--- src/rtl/ptp_fine_clock.sv ---
module ptp_fine_clock #(
  parameter int ACC_W = 32,
  parameter int SUB_W = 31,
  parameter int SEC_W = 32,
  parameter int INC_W = 8,
  parameter logic [ACC_W-1:0] DEF_ADDEND = 32'hC1F07C1F,
  parameter logic [INC_W-1:0] DEF_INC = 8'd43
) (
  input  logic             clk,
  input  logic             rst_n,
  input  logic             addend_we,
  input  logic [ACC_W-1:0] addend_wdata,
  input  logic             inc_we,
  input  logic [INC_W-1:0] inc_wdata,
  input  logic             load_en,
  input  logic [SEC_W-1:0] load_sec,
  input  logic [SUB_W-1:0] load_subsec,
  output logic [SEC_W-1:0] sec_o,
  output logic [SUB_W-1:0] subsec_o
);

  localparam int PAD_W = SUB_W + 1 - INC_W;

  logic [ACC_W-1:0] acc, addend;
  logic [INC_W-1:0] inc;
  logic [ACC_W:0]   acc_sum;
  logic [SUB_W:0]   sub_sum;
  logic             tick;

  assign acc_sum = {1'b0, acc} + {1'b0, addend};
  assign tick    = acc_sum[ACC_W] & ~load_en;
  assign sub_sum = {1'b0, subsec_o} + {{PAD_W{1'b0}}, inc};

  always_ff @(posedge clk or negedge rst_n) begin
    if (!rst_n) begin
      addend <= DEF_ADDEND;
      inc    <= DEF_INC;
    end else begin
      if (addend_we) addend <= addend_wdata;
      if (inc_we)    inc    <= inc_wdata;
    end
  end

  always_ff @(posedge clk or negedge rst_n) begin
    if (!rst_n) begin
      acc      <= '0;
      sec_o    <= '0;
      subsec_o <= '0;
    end else if (load_en) begin
      acc      <= '0;
      sec_o    <= load_sec;
      subsec_o <= load_subsec;
    end else begin
      acc <= acc_sum[ACC_W-1:0];
      if (tick) begin
        subsec_o <= sub_sum[SUB_W-1:0];
        if (sub_sum[SUB_W]) sec_o <= sec_o + 1'b1;
      end
    end
  end

  p_load_r5: assert property (@(posedge clk) disable iff (!rst_n)
    $past(load_en) |-> (sec_o == $past(load_sec) && subsec_o == $past(load_subsec) && acc == '0));

  p_acc_kept_r6: assert property (@(posedge clk) disable iff (!rst_n)
    ($past(addend_we) && !$past(load_en)) |-> acc == ACC_W'($past(acc) + $past(addend)));

  p_addend_new_r6: assert property (@(posedge clk) disable iff (!rst_n)
    $past(addend_we) |-> addend == $past(addend_wdata));

  p_sec_step_r4: assert property (@(posedge clk) disable iff (!rst_n)
    !$past(load_en) |-> (sec_o == $past(sec_o) || sec_o == SEC_W'($past(sec_o) + 1'b1)));

  p_hold_no_carry_r2: assert property (@(posedge clk) disable iff (!rst_n)
    (!$past(load_en) && ({1'b0, $past(acc)} + {1'b0, $past(addend)}) < (ACC_W+1)'(1) << ACC_W)
      |-> ($stable(sec_o) && $stable(subsec_o)));

  p_zero_addend_r8: assert property (@(posedge clk) disable iff (!rst_n)
    (!$past(load_en) && $past(addend) == '0) |-> $stable(subsec_o));

endmodule

--- config.mk ---
export PLATFORM = sky130hd
export DESIGN_NAME = ptp_fine_clock
export DESIGN_NICKNAME = d
export VERILOG_FILES = /design/src/rtl/ptp_fine_clock.sv
export SDC_FILE = /design/constraint.sdc
export NUM_CORES = 1
export LEC_CHECK = 0
export ABC_CLOCK_PERIOD_IN_PS = 7600
export BUFFER_PORTS_ARGS = -buffer_cell sky130_fd_sc_hd__buf_2
export CAP_MARGIN = 10
export CORE_AREA = 2 2 198 103
export CTS_BUF_LIST = sky130_fd_sc_hd__clkbuf_4
export DETAILED_ROUTE_END_ITERATION = 10
export DIE_AREA = 0 0 200 105
export PLACE_DENSITY = 0.67
export RECOVER_POWER = 25
export SYNTH_ARGS = -nofsm -noshare
export SYNTH_HDL_FRONTEND = slang
export SYNTH_SLANG_ARGS = --single-unit
--- constraint.sdc ---
create_clock -name clk -period 7.6 [get_ports clk]
set_clock_uncertainty 0.2 [all_clocks]
set_input_delay 0.38 -clock clk [delete_from_list [all_inputs] [get_ports clk]]
set_output_delay 0.38 -clock clk [all_outputs]
set_load 0.02 [all_outputs]
==> Word-level counts from Yosys, hierarchy flattened <==
Index checks and enable logic that the tools add are counted.
Widths: inputs -> output; s select.
{ "word_totals": {"out_inout_bits": 63, "in_bits": 108, "wordCells": 19, "ff_bits": 135} }
{ "op_classes": {"muxes": 6, "bitwise": 2, "add_sub_neg": 3, "n_reduce_logical": 3} }
{ "op_table": {"columns": ["cell", "n"], "rows": [
  ["$mux 32", 4],
  ["$mux 31", 2],
  ["$add 32x32->33", 1],
  ["$add 31x8->32", 1],
  ["$add 32x1->32 const B", 1],
  ["$reduce_bool 2->1", 2],
  ["$reduce_and 2->1", 1],
  ["$and 1x1->1", 1],
  ["$not 1->1", 1]
]} }

==> Logic depth before layout (Yosys ltp) <==
Gate-level depths: netlist of the first run.
{ "logic_depth": {"depth_word": 4, "depth_mapped": 12, "mapped_depth_nobuf": 10} }

==> Worst setup path before layout of the first run <==
No wires, ideal clock.
{ "synth_timing": {"kind": "register to register", "startpoint": "reg addend[0]", "endpoint": "reg sec_o[5]", "t_required_ns": 7.274, "path_stages_with_launch": 12, "path_buffers": 1, "arrival_ns": 2.656, "setup_ns": 0.126, "synth_period_minus_slack_ns": 2.981, "setup_slack_ns": 4.619, "cell_sequence": "dfstp_2 > ha_1 > inv_1 > fa_1 > nand2b_1 > a2111o_1 > nand4_1 > o211ai_2 > o21ai_2 > nand2_1 > buf_2 > a221o_1"} }
{ "synth_between": {"elab_chain_len": 4} }
{ "synth_rtl": {"columns": ["element", "line_no", "source"], "rows": [
  ["from (decl)", "24", "logic [ACC_W-1:0] acc, addend;"],
  ["from (signal assigned)", "39", "if (addend_we) addend <= addend_wdata;"],
  ["$add 32x32->33", "30", "assign acc_sum = {1'b0, acc} + {1'b0, addend};"],
  ["$and 1x1->1", "31", "assign tick = acc_sum[ACC_W] & ~load_en;"],
  ["$reduce_bool 2->1 (no source line)", null, null],
  ["$reduce_and 2->1 (no source line)", null, null],
  ["to (signal assigned)", "51", "sec_o <= load_sec;"],
  ["to (signal assigned)", "57", "if (sub_sum[SUB_W]) sec_o <= sec_o + 1'b1;"],
  ["to (decl)", "18", "output logic [SEC_W-1:0] sec_o,"]
]} }
No other way between the ends.
A chain may end at the register's enable or synchronous reset.

==> key figures, run 1 <==
Synthesis
  – Synth unique cells: a little under 80
  – Post-Synth Adder-Cell Area: 0.0649
  – Synthesized instance count: about 900
  – Yosys warnings: 0
  – Avg Inst Size Synth: 9.33 um2
  – Simple-gate portion of the synthesized area: 0.189
  – XOR/XNOR Fraction of Synth Area: 0.0185
  – Synth Area in Compound Gates: 0.228
  – Asr flop ratio synth: 1.00
  – Mapped Area: 8530 um2
  – Area share of the largest cell type after synthesis: 0.335
  – Cell taking the most area after synthesis: dfrtp_1
  – Share of the yosys chip area belonging to registers: 0.399
  – Largest cells by area after synthesis: dfrtp_1, dfstp_2, ha_1, mux2_2, nor2_1
  – Post-Syn Nets: 1,065
  – Most frequent cells after synthesis: dfrtp_1, nor2_1, nand2_1
  – Largest family of logic cells by synthesized area: compound AO/OA/AOI/OAI gates
  – Dominant synthesized flop cell: dfrtp_1
  – Synth Register Bits: about 140
  – Post-synth EDFFs: 0
  – Mux contribution to synthesized area: 0.0666
  – Top-count cell post-synth: dfrtp_1

Clocking
  – Max clock buf depth: 2
  – H-Tree Depth: 4
  – # Post-CTS Setup Buffers: 0
  – Reg clk slew, reported paths: 120 ps
  – Total CTS buffers: 17
  – CTS tree: done
  – # hold bufs at CTS: 103
  – Clock Tree Root: clkbuf_4
  – Resize count post-CTS: 0
  – Num Clock Sinks: around 140
  – Clk_lat worst skew: 570 ps

Power
  – Pwr/cell area: ~300 nW/um2
  – Pleak: a little under 5 nW
  – Worst vdd ir: roughly 0.00011 V

Floorplan
  – FP Rows: 36
  – I/O pin cnt: 171
  – Die area: 21,000 um2
  – Initial Utilization: 0.445
  – Die H: about 110 um
  – Core Box Area: between 15,000 and 20,000 um2
  – Die W: around 200 um

Finish
  – Layout Cells excl Fill: approximately 1,400
  – Share of cells above drive strength 1: 0.246
  – Final nets: roughly 1,300
  – Final Util: 0.569
  – # diodes: 0
  – Fillcell total: between 1,500 and 2,000
  – Area Overhead vs Synth: 27.7%

Setup path
  – Register-to-register path setup slack: 3410 ps
  – R2R Path Start: addend[0]
  – CP max stage cell: clkbuf_1
  – Critical Path Start Type: input port
  – Crit path cell chain: dlygate4sd3_1 -> clkbuf_1 -> buf_4
  – Max incr delay on CP: approximately 2700 ps
  – Critical Path RT: ~8000 ps
  – Arr. time, crit path: between 4000 and 5000 ps
  – Crit path max fanout: 69
  – Worst r2r dst: sec_o[5]
  – Critical path type: in2async
  – Critical Path End Type: async pin
  – Worst r2r path cells: 11

Placed design
  – Setup Slack @ Placement: between 3000 and 4000 ps
  – Dpl cells: roughly 1,300
  – IO Port Bufs: 170
  – Final GP Congestion: between 0.8 and 0.9
  – Final HPWL DP: ~19,000 um

STA
  – TNS Setup: 0 ps
  – Setup-failing EPs final: 0
  – Highest clock rate: around 230 MHz
  – Min Tclk post-route: approximately 4300 ps
  – RSZ-0062 raised after global routing: false
  – Endpoints failing hold: 0
  – Fin crit share: 0.564
  – Worst Max-Slew Pin Slew: 3840 ps
  – Final worst slack: between 3000 and 4000 ps
  – Slew Viols, Final: roughly 100
  – Worst relative slew slack: -1.56

Global routing
  – Gr usage total: 0.257
  – Initial antenna violation count: 0
  – Largest net degree at the start of global routing: between 80 and 90
  – Vias in the first global route: ~7,400
  – First-pass GRT wire length: a little over 40,000 um
  – GRT overflow: 0

Detailed routing
  – Antenna-violating nets left: 0
  – DR WL met3: ~2200 um
  – DRT Wirelength: roughly 27,000 um
  – Wl on met1: roughly 14,000 um
  – Vias per cell: about 5.7
  – Wire per inst: ~18 um
  – Met2 WL: between 10,000 and 15,000 um
  – Via count: ~8,200
  – DRT iter0 DRCs: roughly 740
  – Uppermost layer routed: met4
  – DRT Pass-1 Iters: 5
  – Drt drc: 0

Hold path
  – Min-delay worst type: in2reg
  – Hold Startpoint: load_en
  – WHS Path Cells: 2
  – Hold Path Sink: acc[21]

Status
  – Outcome: complete, but fails checks
  – Failing checks: max-capacitance violations, max-slew violations

Run
  – Max cap viols: 2
[stage by stage]
step	cell area, um2	hold slack [ps]	total power (W)
after CTS	10900	22.2	0.00326
after global routing	10900	27.6	0.00351
after floorplan	8530	-116	0.00221
after global placement	9550	234	0.00262
final	10900	56.1	0.00328
after detailed placement	9550	233	0.00266
[where the power goes]
part           internal, W  switching, W  total [W]  leakage [nW]
Combinational     0.000658      0.000962    0.00162          3.06
Clock             0.000261      0.000296   0.000557         0.165
Sequential        0.000910      0.000190    0.00110          1.58
[critical path: cells and delay by family]
kind	cells	cell delay, ps
buffers and inverters	3	4200
[logic make-up after synthesis]
| kind of cell | count (synthesis) |
|---|---|
| muxes | 51 |
| AOI/OAI and AO/OA | 287 |
| adders and majority gates | 43 |
| DFF | 135 |
| and+or+nand+nor | 310 |
| xor gates and xnor gates | 18 |
| buffers and inverters | 70 |
[cell usage in the layout, fill, tap and decap left out, drive strengths merged, types with 22 or more instances in the layout]
master	n
o21ai	63
nand3	32
nand2	55
dlygate4sd3	103
nor2	78
ha	41
a21o	22
buf	173
a21oi	51
nor3	27
a31oi	24
mux2	46
dfrtp	114
[layout make-up]
cell class / count / area, um2 / share of cell area
clock buffer: 18 / 135 / 0.0124
tap: 266 / 333 / 0.0306
multi-input combinational: 709 / 4840 / 0.444
clock inverter: 14 / 183 / 0.0168
inverter: 20 / 75.1 / 0.00690
sequential: 135 / 3400 / 0.313
timing repair buffer: 278 / 1920 / 0.176
[layer usage]
| metal | vias up | global-route usage |
|---|---|---|
| met3 | 19 | 0.0642 |
| li1 | 3946 | - |
| met1 | 3916 | 0.428 |
| met5 | - | 0 |
| met2 | 337 | 0.324 |
| met4 | 0 | 0.0418 |
[worst max path at each step]
stage / from / end / slack [ps]
floorplan: addend[0] / sec_o[5] / 4620
global placement: addend[0] / sec_o[5] / 3570
detailed placement: addend[0] / sec_o[5] / 3510
CTS: addend[0] / sec_o[5] / 3470
global route: rst_n / subsec_o[26] / 2530
finish: rst_n / subsec_o[26] / 3310
[state kept, by name, indices dropped and copies added (netlist names)]
| name | count |
|---|---|
| subsec_o | 31 |
| inc | 8 |
| sec_o | 32 |
| addend | 32 |
| acc | 32 |
(Power assumes the default switching activity.)
==> run 2: changes to the inputs <==
Settings changed: ABC_CLOCK_PERIOD_IN_PS 7600 to 3700, PLACE_DENSITY 0.67 to 0.69.
Clock period 7.6 ns to 3.7 ns, I/O delays scaled along.
==> run 2 against run 1 <==
The run still ends with max-capacitance violations, max-slew violations left. Combinational power up 110%. Sequential power increased by 100%. Utilization increased by 1.5 points. Die area unchanged. Critical path depth up 9. Sequential share of layout area shrank 0.78 points. Largest power group unchanged.
==> key figures, run 2 (same netlist as run 1, synthesis figures left out) <==
Floorplan
  – FP Rows: 36 (unchanged)
  – I/O pin cnt: 171 (unchanged)
  – Die H: 105 um (unchanged)
  – Core Box Area: 19,100 um2 (unchanged)
  – Die area: 21,000 um2 (unchanged)
  – Initial Utilization: 0.445 (unchanged)
  – Die W: 200 um (unchanged)

Clocking
  – Clock Tree Root: clkbuf_4
  – Reg clk slew, reported paths: 130 ps (about the same)
  – Num Clock Sinks: 135 (unchanged)
  – Max clock buf depth: 2 (unchanged)
  – H-Tree Depth: 4 (unchanged)
  – Total CTS buffers: 17 (unchanged)
  – Clk_lat worst skew: 560 ps (about the same)
  – CTS tree: done
  – # Post-CTS Setup Buffers: 0 (unchanged)

STA
  – Endpoints failing hold: 0 (unchanged)
  – TNS Setup: 0 ps (unchanged)
  – Setup-failing EPs final: 0 (unchanged)
  – Fin crit share: 0.917
  – Worst relative slew slack: -0.396 (+1.17)
  – Worst Max-Slew Pin Slew: 2090 ps (-1750 ps)
  – Slew Viols, Final: 116 (+12%)
  – Hold_ws: 197 ps (+141 ps)
  – Min Tclk post-route: 3390 ps
  – Highest clock rate: 295 MHz
  – RSZ-0062 raised after global routing: false

Finish
  – Fillcell total: 1,714 (-0.87%)
  – Share of cells above drive strength 1: 0.256 (+0.00945)
  – Commonest non-fill, non-tap cells in the layout: buf_2, dlygate4sd3_1, dfrtp_1
  – Multi-input logic area: 4840 um2 (unchanged)
  – Largest regs: acc (32), addend (32), sec_o (32)
  – Most common cell after layout, fill and taps aside: buf_2
  – # diodes: 0 (unchanged)
  – Layout Cells excl Fill: 1,467 (+1.9%)
  – Area Overhead vs Synth: 31.0%
  – Final instance area: 11,200 um2 (+2.6%)
  – Final Util: 0.583 (+0.0146)
  – Total area of sequential cells: 3400 um2 (unchanged)
  – Final nets: 1,339 (+2.1%)

Placed design
  – Dpl cells: 1,318 (+1.0%)
  – Final HPWL DP: 18,000 um (-3.8%)
  – IO Port Bufs: 170 (unchanged)
  – Final GP Congestion: 0.922 (+9.0%)
  – Placement Cell Area: 9670 um2 (+1.3%)

Setup path
  – Critical path type: reg2reg
  – R2R Path Start: addend[0]
  – Worst r2r path cells: 12 (+1)
  – Crit path max fanout: 20 (-71%)
  – Critical Path Start Type: register
  – Worst r2r dst: sec_o[17]
  – Arr. time, crit path: 3580 ps (-1090 ps)
  – Register-to-register path setup slack: 310 ps (-3100 ps)
  – Critical Path RT: 3890 ps (-4100 ps)
  – Critical Path End Type: register

Status
  – Failing checks: max-capacitance violations, max-slew violations
  – Outcome: complete, but fails checks

Detailed routing
  – DRT Pass-1 Iters: 6 (+1)
  – DRT iter0 DRCs: 758 (+2.0%)
  – Drt drc: 0 (unchanged)
  – Via count: 8,250 (+0.39%)
  – Antenna-violating nets left: 0 (unchanged)
  – Wire per inst: 17.9 um (-3.5%)
  – Vias per cell: 5.62 (-1.5%)
  – DRT Wirelength: 26,200 um (-1.6%)

Power
  – Pleak: 4.95 nW (+2.9%)
  – Worst vdd ir: 0.000244 V (+130%)
  – Pwr/cell area: 608 nW/um2 (+100%)

Global routing
  – Largest net degree at the start of global routing: 83 (-5.7%)
  – First-pass GRT wire length: 41,400 um (-0.23%)
  – Vias in the first global route: 7,606 (+2.9%)
  – GRT overflow: 0 (unchanged)
  – Initial antenna violation count: 0 (unchanged)
  – Gr usage total: 0.253 (-0.00360)

Hold path
  – Min-delay worst type: in2reg
  – WHS Path Cells: 3 (+1)
  – Hold Startpoint: addend_wdata[8]
  – Hold Path Sink: addend[8]

Run
  – Max cap viols: 2 (unchanged)
-- run 2: changes by cell type in the layout (fill, tap and decap cells not counted), moves of 2 or more --
cell | previous run | this run
dlygate4sd3_1 | 103 | 117
clkinv_1 | 3 | 0
clkbuf_4 | 18 | 21
buf_4 | 6 | 17
buf_12 | 0 | 2
-- run 2: worst max-delay path by stage --
stage / from / to / slack (ps) / cells after the start
finish: addend[0] / sec_o[17] / 310 / 12
global route: addend[0] / sec_o[11] / 80 / 12
CTS: addend[0] / sec_o[17] / 290 / 12
detailed placement: addend[0] / sec_o[11] / 300 / 12
global placement: addend[0] / sec_o[18] / 380 / 12
floorplan: addend[0] / sec_o[5] / 720 / 11
-- run 2: critical path, cell delays in order, from the launching register on --
cell and delay, ps:
dfstp_2 550, ha_1 180, inv_1 60, fa_1 390, nand2b_1 180, a2111o_1 430, nand4_1 150, o211ai_2 160
o21a_2 250, buf_4 210, nor2_2 190, buf_4 190, o221ai_1 110
-- run 2: metal layers --
metal | up-vias | global-route usage | wire length (um)
li1 | 3991 | - | -
met1 | 3880 | 0.408 | 13400
met2 | 350 | 0.335 | 10300
met3 | 29 | 0.0575 | 2230
met4 | 0 | 0.0529 | 264
met5 | - | 0 | 0
-- run 2: stage by stage --
step	setup slack, ps	power (W)
after floorplan	719	0.00453
after global placement	382	0.00545
after detailed placement	297	0.00549
after CTS	291	0.00677
after global routing	79.9	0.00729
final	307	0.00679
-- run 2: area by class of cell --
type / count / area share
Multi-Input combinational cell: 709 / 0.433
Sequential cell: 135 / 0.305
Timing Repair Buffer: 305 / 0.196
Tap cell: 266 / 0.0298
Clock inverter: 11 / 0.0157
Clock buffer: 21 / 0.0141
Inverter: 20 / 0.00672
-- run 2: power by group --
group	internal (W)	total [W]	switching, W
sequential	0.00187	0.00225	0.000379
clock	0.000569	0.00116	0.000588
combinational	0.00141	0.00338	0.00197
total	0.00385	0.00679	0.00294
-- run 2: what timing repair did --
| item | CTS | global route |
|---|---|---|
| resized for setup | 0 | 0 |
| hold buffers | 117 | 0 |
| hold endpoints to repair | 194 | 0 |
==> run 3: changes to the inputs <==
Settings changed: ABC_CLOCK_PERIOD_IN_PS 3700 to 2800.
Clock period 3.7 ns to 2.8 ns, I/O delays scaled along.
==> run 3 against run 2 <==
The run ends with negative setup slack left. Total power increased by 53%. Non-clock buffer count increased by 94. Register-to-register slack got worse by 570 ps. Cell area increased by 13%. Critical endpoint is now subsec_o[28]. Largest cell class unchanged.
==> key figures, run 3 (same netlist as run 1, synthesis figures left out) <==
Clocking
  – Total CTS buffers: 17 (unchanged)
  – Clock Tree Root: clkbuf_4
  – Num Clock Sinks: 135 (unchanged)
  – H-Tree Depth: 4 (unchanged)
  – CTS tree: done
  – Reg clk slew, reported paths: 130 ps (about the same)
  – Max clock buf depth: 2 (unchanged)
  – Clk_lat worst skew: 570 ps (about the same)

Floorplan
  – Initial Utilization: 0.445 (unchanged)
  – FP Rows: 36 (unchanged)
  – Die H: 105 um (unchanged)
  – Die area: 21,000 um2 (unchanged)
  – I/O pin cnt: 171 (unchanged)
  – Core Box Area: 19,100 um2 (unchanged)
  – Die W: 200 um (unchanged)

Setup path
  – Arr. time, crit path: 3270 ps (-310 ps)
  – Critical path type: reg2reg
  – Critical Path RT: 3010 ps (-880 ps)
  – Crit path max fanout: 8 (-60%)
  – Critical Path End Type: register
  – Critical Path Start Type: register

STA
  – Worst Max-Slew Pin Slew: 869 ps (-1230 ps)
  – Min Tclk post-route: 3060 ps (-332 ps)
  – Endpoints failing hold: 0 (unchanged)
  – TNS Setup: -13,070 ps (-13,070 ps)
  – Fin crit share: 1.09 (+0.176)
  – Highest clock rate: 327 MHz (+11%)
  – Hold_ws: 16.0 ps (-181 ps)
  – RSZ-0062 raised after global routing: true
  – Worst relative slew slack: 0.421 (+0.817)
  – Final worst slack: -260 ps (-568 ps)
  – Slew Viols, Final: 0 (-100%)
  – Setup-failing EPs final: 70 (+70)

Detailed routing
  – Wire per inst: 18.5 um (+3.4%)
  – Uppermost layer routed: met4
  – Drt drc: 0 (unchanged)
  – DR WL met3: 2590 um (+16%)
  – Wl on met1: 14,100 um (+4.7%)
  – DRT Wirelength: 28,900 um (+10%)
  – Antenna-violating nets left: 0 (unchanged)
  – DRT iter0 DRCs: 844 (+11%)
  – Via count: 8,903 (+7.9%)
  – Vias per cell: 5.69 (+1.1%)
  – DRT Pass-1 Iters: 7 (+1)
  – Met2 WL: 11,900 um (+15%)

Finish
  – Layout Cells excl Fill: 1,566 (+6.7%)
  – Commonest non-fill, non-tap cells in the layout: buf_2, dlygate4sd3_1, dfrtp_1
  – Share of cells above drive strength 1: 0.365 (+0.110)
  – Largest regs: acc (32), addend (32), sec_o (32)
  – Area Overhead vs Synth: 47.7%
  – Fillcell total: 1,545 (-9.9%)
  – Final nets: 1,433 (+7.0%)
  – Most common cell after layout, fill and taps aside: buf_2

Power
  – Pleak: 5.57 nW (+13%)
  – Worst vdd ir: 0.000418 V (+72%)
  – Pwr/cell area: 825 nW/um2 (+36%)

Hold path
  – Min-delay worst type: in2reg

Run
  – Max cap viols: 0 (-2)

Global routing
  – Gr usage total: 0.272 (+0.0186)
  – First-pass GRT wire length: 44,600 um (+7.7%)
  – Initial antenna violation count: 1 (+1)
  – GRT overflow: 0 (unchanged)
  – Vias in the first global route: 8,215 (+8.0%)
  – Largest net degree at the start of global routing: 71 (-14%)

Status
  – Failing checks: negative setup slack
  – Outcome: complete, but fails checks

Placed design
  – Final HPWL DP: 19,100 um (+6.5%)
  – IO Port Bufs: 170 (unchanged)
  – Dpl cells: 1,389 (+5.4%)
  – Final GP Congestion: 0.911 (-1.2%)
[run 3: worst max-delay path, stage by stage (launching register included)]
cell and delay (ps):
dfstp_2 580, ha_4 140, inv_2 30, fa_2 360, nand2b_4 150, a2111o_1 410, nand4_1 160, o211ai_4 120
o21a_4 290, buf_12 150, buf_16 130, o21ai_1 130, a21oi_1 80
[run 3: repair_timing]
action,in CTS,in global routing
setup endpoints to repair,76,78
endpoints found under the hold margin,236,0
gates cloned,3,3
hold buffers,119,0
gates resized for setup,51,69
pin swaps,20,35
buffers inserted,6,12
[run 3: stage by stage]
step           utilization  setup slack, ps  total power [W]  cell area, um2
3_5_place_dp         0.540             -328          0.00785           10300
5_1_grt              0.658             -391           0.0111           12600
3_3_place_gp         0.540             -281          0.00774           10300
6_report             0.658             -260           0.0104           12600
4_1_cts              0.633             -265          0.00977           12100
2_1_floorplan            -             -104          0.00608            8680
[run 3: worst paths after layout]
kind / from / slack (ps) / cells past startpoint / to
setup reg to reg: addend[0] / -260 / 12 / subsec_o[28]
hold reg to reg: addend[8] / 330 / 1 / addend[8]
hold / removal: addend_we / 20 / 3 / addend[1]
setup / recovery: addend[0] / -260 / 12 / subsec_o[28]
max in group asynchronous: rst_n / 540 / 4 / sec_o[11]
min in group asynchronous: rst_n / 510 / 3 / sec_o[31]
[run 3: power by group]
part	internal, W	switching (W)
clock	0.000621	0.000838
sequential	0.00247	0.000473
combinational	0.00278	0.00321
[run 3: cell type report]
| class | instances | area [um2] | area share |
|---|---|---|---|
| antenna | 5 | 12.5 | 0.000994 |
| clock buffer | 17 | 128 | 0.0101 |
| clock inverter | 15 | 181 | 0.0144 |
| inverter | 20 | 75.1 | 0.00596 |
| multi-input combinational | 709 | 5340 | 0.424 |
| sequential | 135 | 3400 | 0.270 |
| tap | 266 | 333 | 0.0264 |
| timing repair buffer | 399 | 3120 | 0.248 |
[run 3: per-layer routing]
metal,vias to the layer above,track usage
met4,0,0.0693
met3,41,0.0639
met1,4262,0.424
met5,-,0
li1,4197,-
met2,403,0.369
